==> config.mk <==
export PLATFORM = sky130hd
export DESIGN_NAME = rx_sig_capture
export DESIGN_NICKNAME = d
export VERILOG_FILES = /design/src/rtl/rsig_pkg.sv /design/src/rtl/rsig_extract.sv /design/src/rtl/rsig_bank.sv /design/src/rtl/rsig_hostport.sv /design/src/rtl/rx_sig_capture.sv
export SDC_FILE = /design/constraint.sdc
export NUM_CORES = 1
export LEC_CHECK = 0
export CORE_MARGIN = 4
export CORE_UTILIZATION = 66
export DETAILED_ROUTE_END_ITERATION = 7
export GPL_TIMING_DRIVEN = 0
export PLACE_DENSITY = 0.86
export SETUP_SLACK_MARGIN = 0.5
export SLEW_MARGIN = 10
export SYNTH_ARGS = -nofsm -noshare
export SYNTH_HDL_FRONTEND = slang
export SYNTH_SLANG_ARGS = --single-unit
export TNS_END_PERCENT = 20
==> constraint.sdc <==
create_clock -name clk -period 4.34 [get_ports clk]
set_input_delay 0.868 -clock clk [delete_from_list [all_inputs] [get_ports clk]]
set_output_delay 0.868 -clock clk [all_outputs]
set_load 0.01 [all_outputs]
==> src/rtl/rsig_pkg.sv <==
// Package: shared constants for the robbed-bit signaling capture.
// Assumes frames are numbered 1..24 and the signaling bit is bit 0.
package rsig_pkg;
    localparam int SIG_KINDS = 4;        // A, B, C, D
    localparam int FRAME_W   = 5;
    localparam int FR_SIG_A  = 6;
    localparam int FR_SIG_B  = 12;
    localparam int FR_SIG_C  = 18;
    localparam int FR_SIG_D  = 24;

    typedef enum logic [1:0] {
        SIG_A = 2'd0,
        SIG_B = 2'd1,
        SIG_C = 2'd2,
        SIG_D = 2'd3
    } sig_kind_e;
endpackage

==> src/rtl/rsig_extract.sv <==
// Module: rsig_extract
// Collects the robbed bit of each channel into a shadow store, one slice
// per signaling kind. Assumes ch_idx < N_CH when ch_valid is high.
// In superframe mode the C and D slices are never written.
module rsig_extract
    import rsig_pkg::*;
#(
    parameter int N_CH = 24,
    parameter int CH_W = 5
) (
    input  logic                              clk,
    input  logic                              rst_n,
    input  logic                              ch_valid,
    input  logic [7:0]                        ch_data,
    input  logic [FRAME_W-1:0]                frame_num,
    input  logic [CH_W-1:0]                   ch_idx,
    input  logic                              mode_esf,
    output logic [SIG_KINDS-1:0][N_CH-1:0]    shadow_q
);
    logic hit_a, hit_b, hit_c, hit_d;
    logic unused_hi;

    assign unused_hi = ^ch_data[7:1];

    // Decode which signaling kind the current byte carries.
    always_comb begin
        hit_a = ch_valid && (frame_num == FRAME_W'(FR_SIG_A));
        hit_b = ch_valid && (frame_num == FRAME_W'(FR_SIG_B));
        hit_c = ch_valid && mode_esf && (frame_num == FRAME_W'(FR_SIG_C));
        hit_d = ch_valid && mode_esf && (frame_num == FRAME_W'(FR_SIG_D));
    end

    for (genvar ch = 0; ch < N_CH; ch++) begin : g_chan
        logic sel;
        assign sel = (ch_idx == CH_W'(ch));

        // Store the LSB of this channel's byte in the slice of its kind.
        always_ff @(posedge clk) begin
            if (!rst_n) begin
                shadow_q[SIG_A][ch] <= 1'b0;
                shadow_q[SIG_B][ch] <= 1'b0;
                shadow_q[SIG_C][ch] <= 1'b0;
                shadow_q[SIG_D][ch] <= 1'b0;
            end else if (sel) begin
                if (hit_a) shadow_q[SIG_A][ch] <= ch_data[0];
                if (hit_b) shadow_q[SIG_B][ch] <= ch_data[0];
                if (hit_c) shadow_q[SIG_C][ch] <= ch_data[0];
                if (hit_d) shadow_q[SIG_D][ch] <= ch_data[0];
            end
        end
    end


    // shadow_stable_chk: with no byte strobe the shadow store holds.
    shadow_stable_chk: assert property (@(posedge clk) disable iff (!rst_n)
        !ch_valid |=> $stable(shadow_q));


    // d4_cd_untouched_chk: superframe bytes never write the C/D slices.
    d4_cd_untouched_chk: assert property (@(posedge clk) disable iff (!rst_n)
        (ch_valid && !mode_esf) |=> ($stable(shadow_q[SIG_C]) && $stable(shadow_q[SIG_D])));
endmodule

==> src/rtl/rsig_bank.sv <==
// Module: rsig_bank
// Visible signaling registers and the sticky event flag. Copies the shadow
// store on an accepted boundary; in superframe mode C/D take the prior A/B.
// Assumes mf_boundary is a single-cycle pulse not coinciding with ch_valid.
module rsig_bank
    import rsig_pkg::*;
#(
    parameter int N_CH = 24
) (
    input  logic                              clk,
    input  logic                              rst_n,
    input  logic                              mf_boundary,
    input  logic                              sync_lost,
    input  logic                              mode_esf,
    input  logic                              evt_clr,
    input  logic [SIG_KINDS-1:0][N_CH-1:0]    shadow_q,
    output logic [SIG_KINDS-1:0][N_CH-1:0]    vis_q,
    output logic                              evt_q
);
    logic upd;

    assign upd = mf_boundary && !sync_lost;

    // Transfer all signaling at once on an accepted boundary.
    always_ff @(posedge clk) begin
        if (!rst_n) begin
            vis_q <= '0;
        end else if (upd) begin
            vis_q[SIG_A] <= shadow_q[SIG_A];
            vis_q[SIG_B] <= shadow_q[SIG_B];
            if (mode_esf) begin
                vis_q[SIG_C] <= shadow_q[SIG_C];
                vis_q[SIG_D] <= shadow_q[SIG_D];
            end else begin
                vis_q[SIG_C] <= vis_q[SIG_A];
                vis_q[SIG_D] <= vis_q[SIG_B];
            end
        end
    end

    // Sticky event flag: set on update, cleared by write-one; set wins.
    always_ff @(posedge clk) begin
        if (!rst_n)       evt_q <= 1'b0;
        else if (upd)     evt_q <= 1'b1;
        else if (evt_clr) evt_q <= 1'b0;
    end


    // vis_hold_chk: without an accepted boundary the registers hold.
    vis_hold_chk: assert property (@(posedge clk) disable iff (!rst_n)
        !(mf_boundary && !sync_lost) |=> $stable(vis_q));


    // d4_shift_chk: superframe update moves the old A/B into C/D.
    d4_shift_chk: assert property (@(posedge clk) disable iff (!rst_n)
        (upd && !mode_esf) |=> (vis_q[SIG_C] == $past(vis_q[SIG_A]) &&
                                vis_q[SIG_D] == $past(vis_q[SIG_B])));


    // esf_copy_chk: extended-superframe update copies all four slices.
    esf_copy_chk: assert property (@(posedge clk) disable iff (!rst_n)
        (upd && mode_esf) |=> (vis_q == $past(shadow_q)));


    // evt_set_chk: an accepted boundary raises the event flag.
    evt_set_chk: assert property (@(posedge clk) disable iff (!rst_n)
        upd |=> evt_q);


    // evt_clr_chk: a clear without a boundary drops the flag.
    evt_clr_chk: assert property (@(posedge clk) disable iff (!rst_n)
        (evt_clr && !upd) |=> !evt_q);


    // freeze_evt_chk: during loss of sync the flag never rises.
    freeze_evt_chk: assert property (@(posedge clk) disable iff (!rst_n)
        (sync_lost && !evt_q) |=> !evt_q);
endmodule

==> src/rtl/rsig_hostport.sv <==
// Module: rsig_hostport
// Maps the visible signaling bits onto byte registers and serves reads.
// Register r = kind*BANKS + bank holds channels bank*8 .. bank*8+7, LSB first.
module rsig_hostport
    import rsig_pkg::*;
#(
    parameter int N_CH       = 24,
    parameter int CH_PER_REG = 8,
    parameter int ADDR_W     = 4
) (
    input  logic                              clk,
    input  logic                              rst_n,
    input  logic [SIG_KINDS-1:0][N_CH-1:0]    vis_q,
    input  logic [ADDR_W-1:0]                 host_addr,
    output logic [CH_PER_REG-1:0]             host_rdata
);
    localparam int BANKS = N_CH / CH_PER_REG;
    localparam int NREG  = SIG_KINDS * BANKS;

    logic [CH_PER_REG-1:0] regs [NREG];

    for (genvar k = 0; k < SIG_KINDS; k++) begin : g_kind
        for (genvar b = 0; b < BANKS; b++) begin : g_bank
            assign regs[k*BANKS + b] = vis_q[k][b*CH_PER_REG +: CH_PER_REG];
        end
    end

    // Combinational read mux; out-of-range addresses read zero.
    always_comb begin
        host_rdata = '0;
        for (int r = 0; r < NREG; r++) begin
            if (host_addr == ADDR_W'(r)) host_rdata = regs[r];
        end
    end


    // unmapped_zero_chk: addresses past the last register read zero.
    unmapped_zero_chk: assert property (@(posedge clk) disable iff (!rst_n)
        (32'(host_addr) >= NREG) |-> (host_rdata == '0));
endmodule

==> src/rtl/rx_sig_capture.sv <==
// Module: rx_sig_capture (top)
// Receive robbed-bit signaling capture for a T1 stream. Assumes an upstream
// framer supplies frame number, channel index, boundary strobe and sync state.
module rx_sig_capture
    import rsig_pkg::*;
#(
    parameter int N_CH       = 24,
    parameter int CH_PER_REG = 8,
    parameter int CH_W       = 5,
    parameter int ADDR_W     = 4
) (
    input  logic                    clk,
    input  logic                    rst_n,
    input  logic                    ch_valid,
    input  logic [7:0]              ch_data,
    input  logic [FRAME_W-1:0]      frame_num,
    input  logic [CH_W-1:0]         ch_idx,
    input  logic                    mf_boundary,
    input  logic                    mode_esf,
    input  logic                    sync_lost,
    input  logic                    evt_clr,
    input  logic [ADDR_W-1:0]       host_addr,
    output logic [CH_PER_REG-1:0]   host_rdata,
    output logic                    mf_event
);
    logic [SIG_KINDS-1:0][N_CH-1:0] shadow_q;
    logic [SIG_KINDS-1:0][N_CH-1:0] vis_q;

    rsig_extract #(.N_CH(N_CH), .CH_W(CH_W)) u_extract (
        .clk       (clk),
        .rst_n     (rst_n),
        .ch_valid  (ch_valid),
        .ch_data   (ch_data),
        .frame_num (frame_num),
        .ch_idx    (ch_idx),
        .mode_esf  (mode_esf),
        .shadow_q  (shadow_q)
    );

    rsig_bank #(.N_CH(N_CH)) u_bank (
        .clk         (clk),
        .rst_n       (rst_n),
        .mf_boundary (mf_boundary),
        .sync_lost   (sync_lost),
        .mode_esf    (mode_esf),
        .evt_clr     (evt_clr),
        .shadow_q    (shadow_q),
        .vis_q       (vis_q),
        .evt_q       (mf_event)
    );

    rsig_hostport #(.N_CH(N_CH), .CH_PER_REG(CH_PER_REG), .ADDR_W(ADDR_W)) u_host (
        .clk        (clk),
        .rst_n      (rst_n),
        .vis_q      (vis_q),
        .host_addr  (host_addr),
        .host_rdata (host_rdata)
    );
endmodule

==> results.txt <==
Layout cells sized above 1: 9.76%
WP data required: 3.47 ns
Total CTS buffers: 17
Antenna viol nets, final: 0
HPWL after DPL: 22.2 mm
Critical Path Sink Type: primary output
Max cap viols: 0
Cell count after placement: 1346
CP max FO: 10
Ranking of synthesized cells by area: dfxtp_1, nand2_1, a21boi_1
CTS max path bufs: 2
Die ar.: 0.0163 mm²
Root Driver: clkbuf_16
Routed vias: 8866
FF+latch count, synth: 193
Startpoint types: input pin
Net Sw Frac: 25.6%
IO Count: 38
Worst hold-check path type: flip-flop to flip-flop
Cell Area, Synth: 0.00943 mm²
Worst Max-Slew Pin Slew: 0.821 ns
Routed wire length: 30.0 mm
Final period utilization: 90.7%
Number of synthesized flops with an enable pin: 0
Slew headroom: 45.3%
Pin count of the biggest net entering global routing: 18
Sw power: 958 µW
Grt met2 use: 54.4%
Seq/Total Area, Yosys: 41.0%
R2r startpoint: u_bank.vis_q[5]
Internal power: 2.78 mW
DRC: 0
Endpoints failing setup: 0
Comb power frac: 9.1%
H-tree levels: 4
Initial antenna violation count: 1
Fmax: 0.254 GHz
Placed cell areas: 0.00991 mm²
Hold Path End: u_extract.shadow_q[38]
Die height: 128 µm
Worst r2r path cells: 3
Setup Skew: 0.00865 ns
Synth async-reset ratio: 0%
Total track usage: 37.3%
FF-to-FF End: u_bank.vis_q[53]
Worst-skew pair later-pin latency: 0.44 ns
Unique masters post-synth: 56
CP Data Arrival Time: 3.07 ns
Reg-to-reg setup timing slack: 3.24 ns
Number of global-route vias before repair: 8048
Final net count: 1215
GR Util met3: 8.24%
RSZ-0062 raised after global routing: true
Minimum clock period: 3.94 ns
Peak VDD IR: 0.000328 V
First-pass GRT wire length: 46.0 mm
Grt ovf: 0
Flop pwr share: 48.5%
Layer with the highest usage: met2
Gpl congestion: 1.08
Met1 Use GR: 51.5%
Iteration-0 DRC Markers: 1247
Core area: 0.0139 mm²
Post-CTS Hold Buffers: 0
Number of iterations in the first detailed-routing pass: 6
Via/cell ratio: 6.42
Post-synth top area share: 41.0%
Static Leakage: 4.04 nW
DIE WIDTH: 128 µm
Final hold viol count: 0
Status: finished, final reports clean
Cell taking the most area after synthesis: dfxtp_1
WL per Instance: 21.8 µm
Syn Inst Count: 1141
Slew Viols, Final: 0
# clock sinks: 193
Crit Path Category: input pin to primary output
Post-Layout Cell Count: 1380
Layout area overhead: 11.8%
Buffers on Ports: 25
Post-route cell area: 0.0105 mm²
Synth top cells by count: nand2_1, dfxtp_1, nand3_1, a21boi_1, a21boi_0
Clock share of power: 42.4%
P per Cell Area: 355 mW/mm²
Yosys warns: 0
Count leader, synth: nand2_1
Ys flop type: dfxtp_1
Worst hold start: u_extract.shadow_q[38]
Synth Net Count: 1170
CTS tree: done
Worst-path clk slew: 0.07 ns
WHS Path Cells: 2
Syn_area_per_cell: 8.27 µm²
Initial Util: 67.7%
Setup TNS: 0 ns
Rows: 43
## cells in the final DEF (no fill, tap or decap), drive strengths merged, types with 3 or more instances in the layout
cell type / count
o21ai: 12
clkdlybuf4s50: 22
nor3: 14
nand3b: 3
nand2: 343
a31oi: 6
nor2: 29
a21oi: 7
inv: 13
buf: 46
clkinvlp: 4
nor2b: 7
a211oi: 4
mux2: 6
nand2b: 13
mux4: 4
o211a: 48
clkinv: 3
dfxtp: 193
nand3: 98
clkbuf: 71
o22ai: 9
a21boi: 145
mux2i: 59
a22o: 3
## flip-flops by register name (all words and copies together) (netlist names)
register	count
u_extract.shadow_q	96
u_bank.vis_q	96
u_bank.evt_q	1
## routing by layer
metal,part of all wire (%),up-vias
met4,5.6,0
met2,42,535
met5,0,-
met1,41,4174
met3,11,119
li1,-,4038
## power by group through the flow
stage          Combinational [mW]  Sequential, mW  Clock (mW)
6_report                    0.342            1.82        1.59
5_1_grt                     0.360            1.82        1.66
4_1_cts                     0.329            1.81        1.58
3_5_place_dp                0.325            1.85           0
3_3_place_gp                0.322            1.85           0
2_1_floorplan               0.217            1.85           0
## critical path, stage by stage
cell and delay (ns):
clkdlybuf4s50_1 0.55, buf_4 0.20, clkbuf_4 0.25, a21oi_1 0.06, o22ai_1 0.19, o22ai_1 0.12, a211oi_1 0.23, clkdlybuf4s50_1 0.59
## metrics by stage
step / worst slack [ns] / utilization [%] / hold slack (ns) / power (mW)
finish: 0.404 / 75.6 / 0.454 / 3.74
global route: 0.373 / 75.6 / 0.468 / 3.83
CTS: 0.401 / 75.4 / 0.456 / 3.72
detailed placement: 0.102 / 71.1 / 0.447 / 2.18
global placement: 0.0878 / 71.1 / 0.442 / 2.18
floorplan: 1.49 / - / 0.435 / 2.06
## final cells by class
class,count,area [µm²]
Antenna cell,1,2.50
Buffer,98,479
Clock buffer,18,429
Clock inverter,14,155
Fill cell,1037,3390
Inverter,8,30.0
Multi-Input combinational cell,842,5100
Sequential cell,193,3860
Tap cell,180,225
Timing Repair Buffer,26,258
## worst max-delay path by stage
stage	from	slack (ns)	end	depth (start not counted)
global placement	host_addr[1]	0.09	host_rdata[5]	8
detailed placement	host_addr[1]	0.10	host_rdata[5]	8
floorplan	host_addr[0]	1.49	host_rdata[7]	7
CTS	host_addr[3]	0.40	host_rdata[7]	8
global route	host_addr[3]	0.37	host_rdata[3]	8
finish	host_addr[3]	0.40	host_rdata[7]	8
## what timing repair did
item                                    in CTS  in global routing
hold endpoints to repair                     0                  0
endpoints found under the setup margin       8                  7
buffers inserted                             1                  0
pin swaps                                    0                  1
gates resized for setup                      6                 10
gates cloned                                 0                  0
## cells by family after synthesis
| kind of cell | count (synthesis) | synth area share, % |
|---|---|---|
| AO/OA/AOI/OAI | 254 | 21.1 |
| multiplexers | 69 | 7.93 |
| flip-flops | 193 | 41.0 |
| AND/OR/NAND/NOR | 519 | 24.7 |
| buffers and inverters | 106 | 5.25 |
Power figures use the tool's default switching activity.
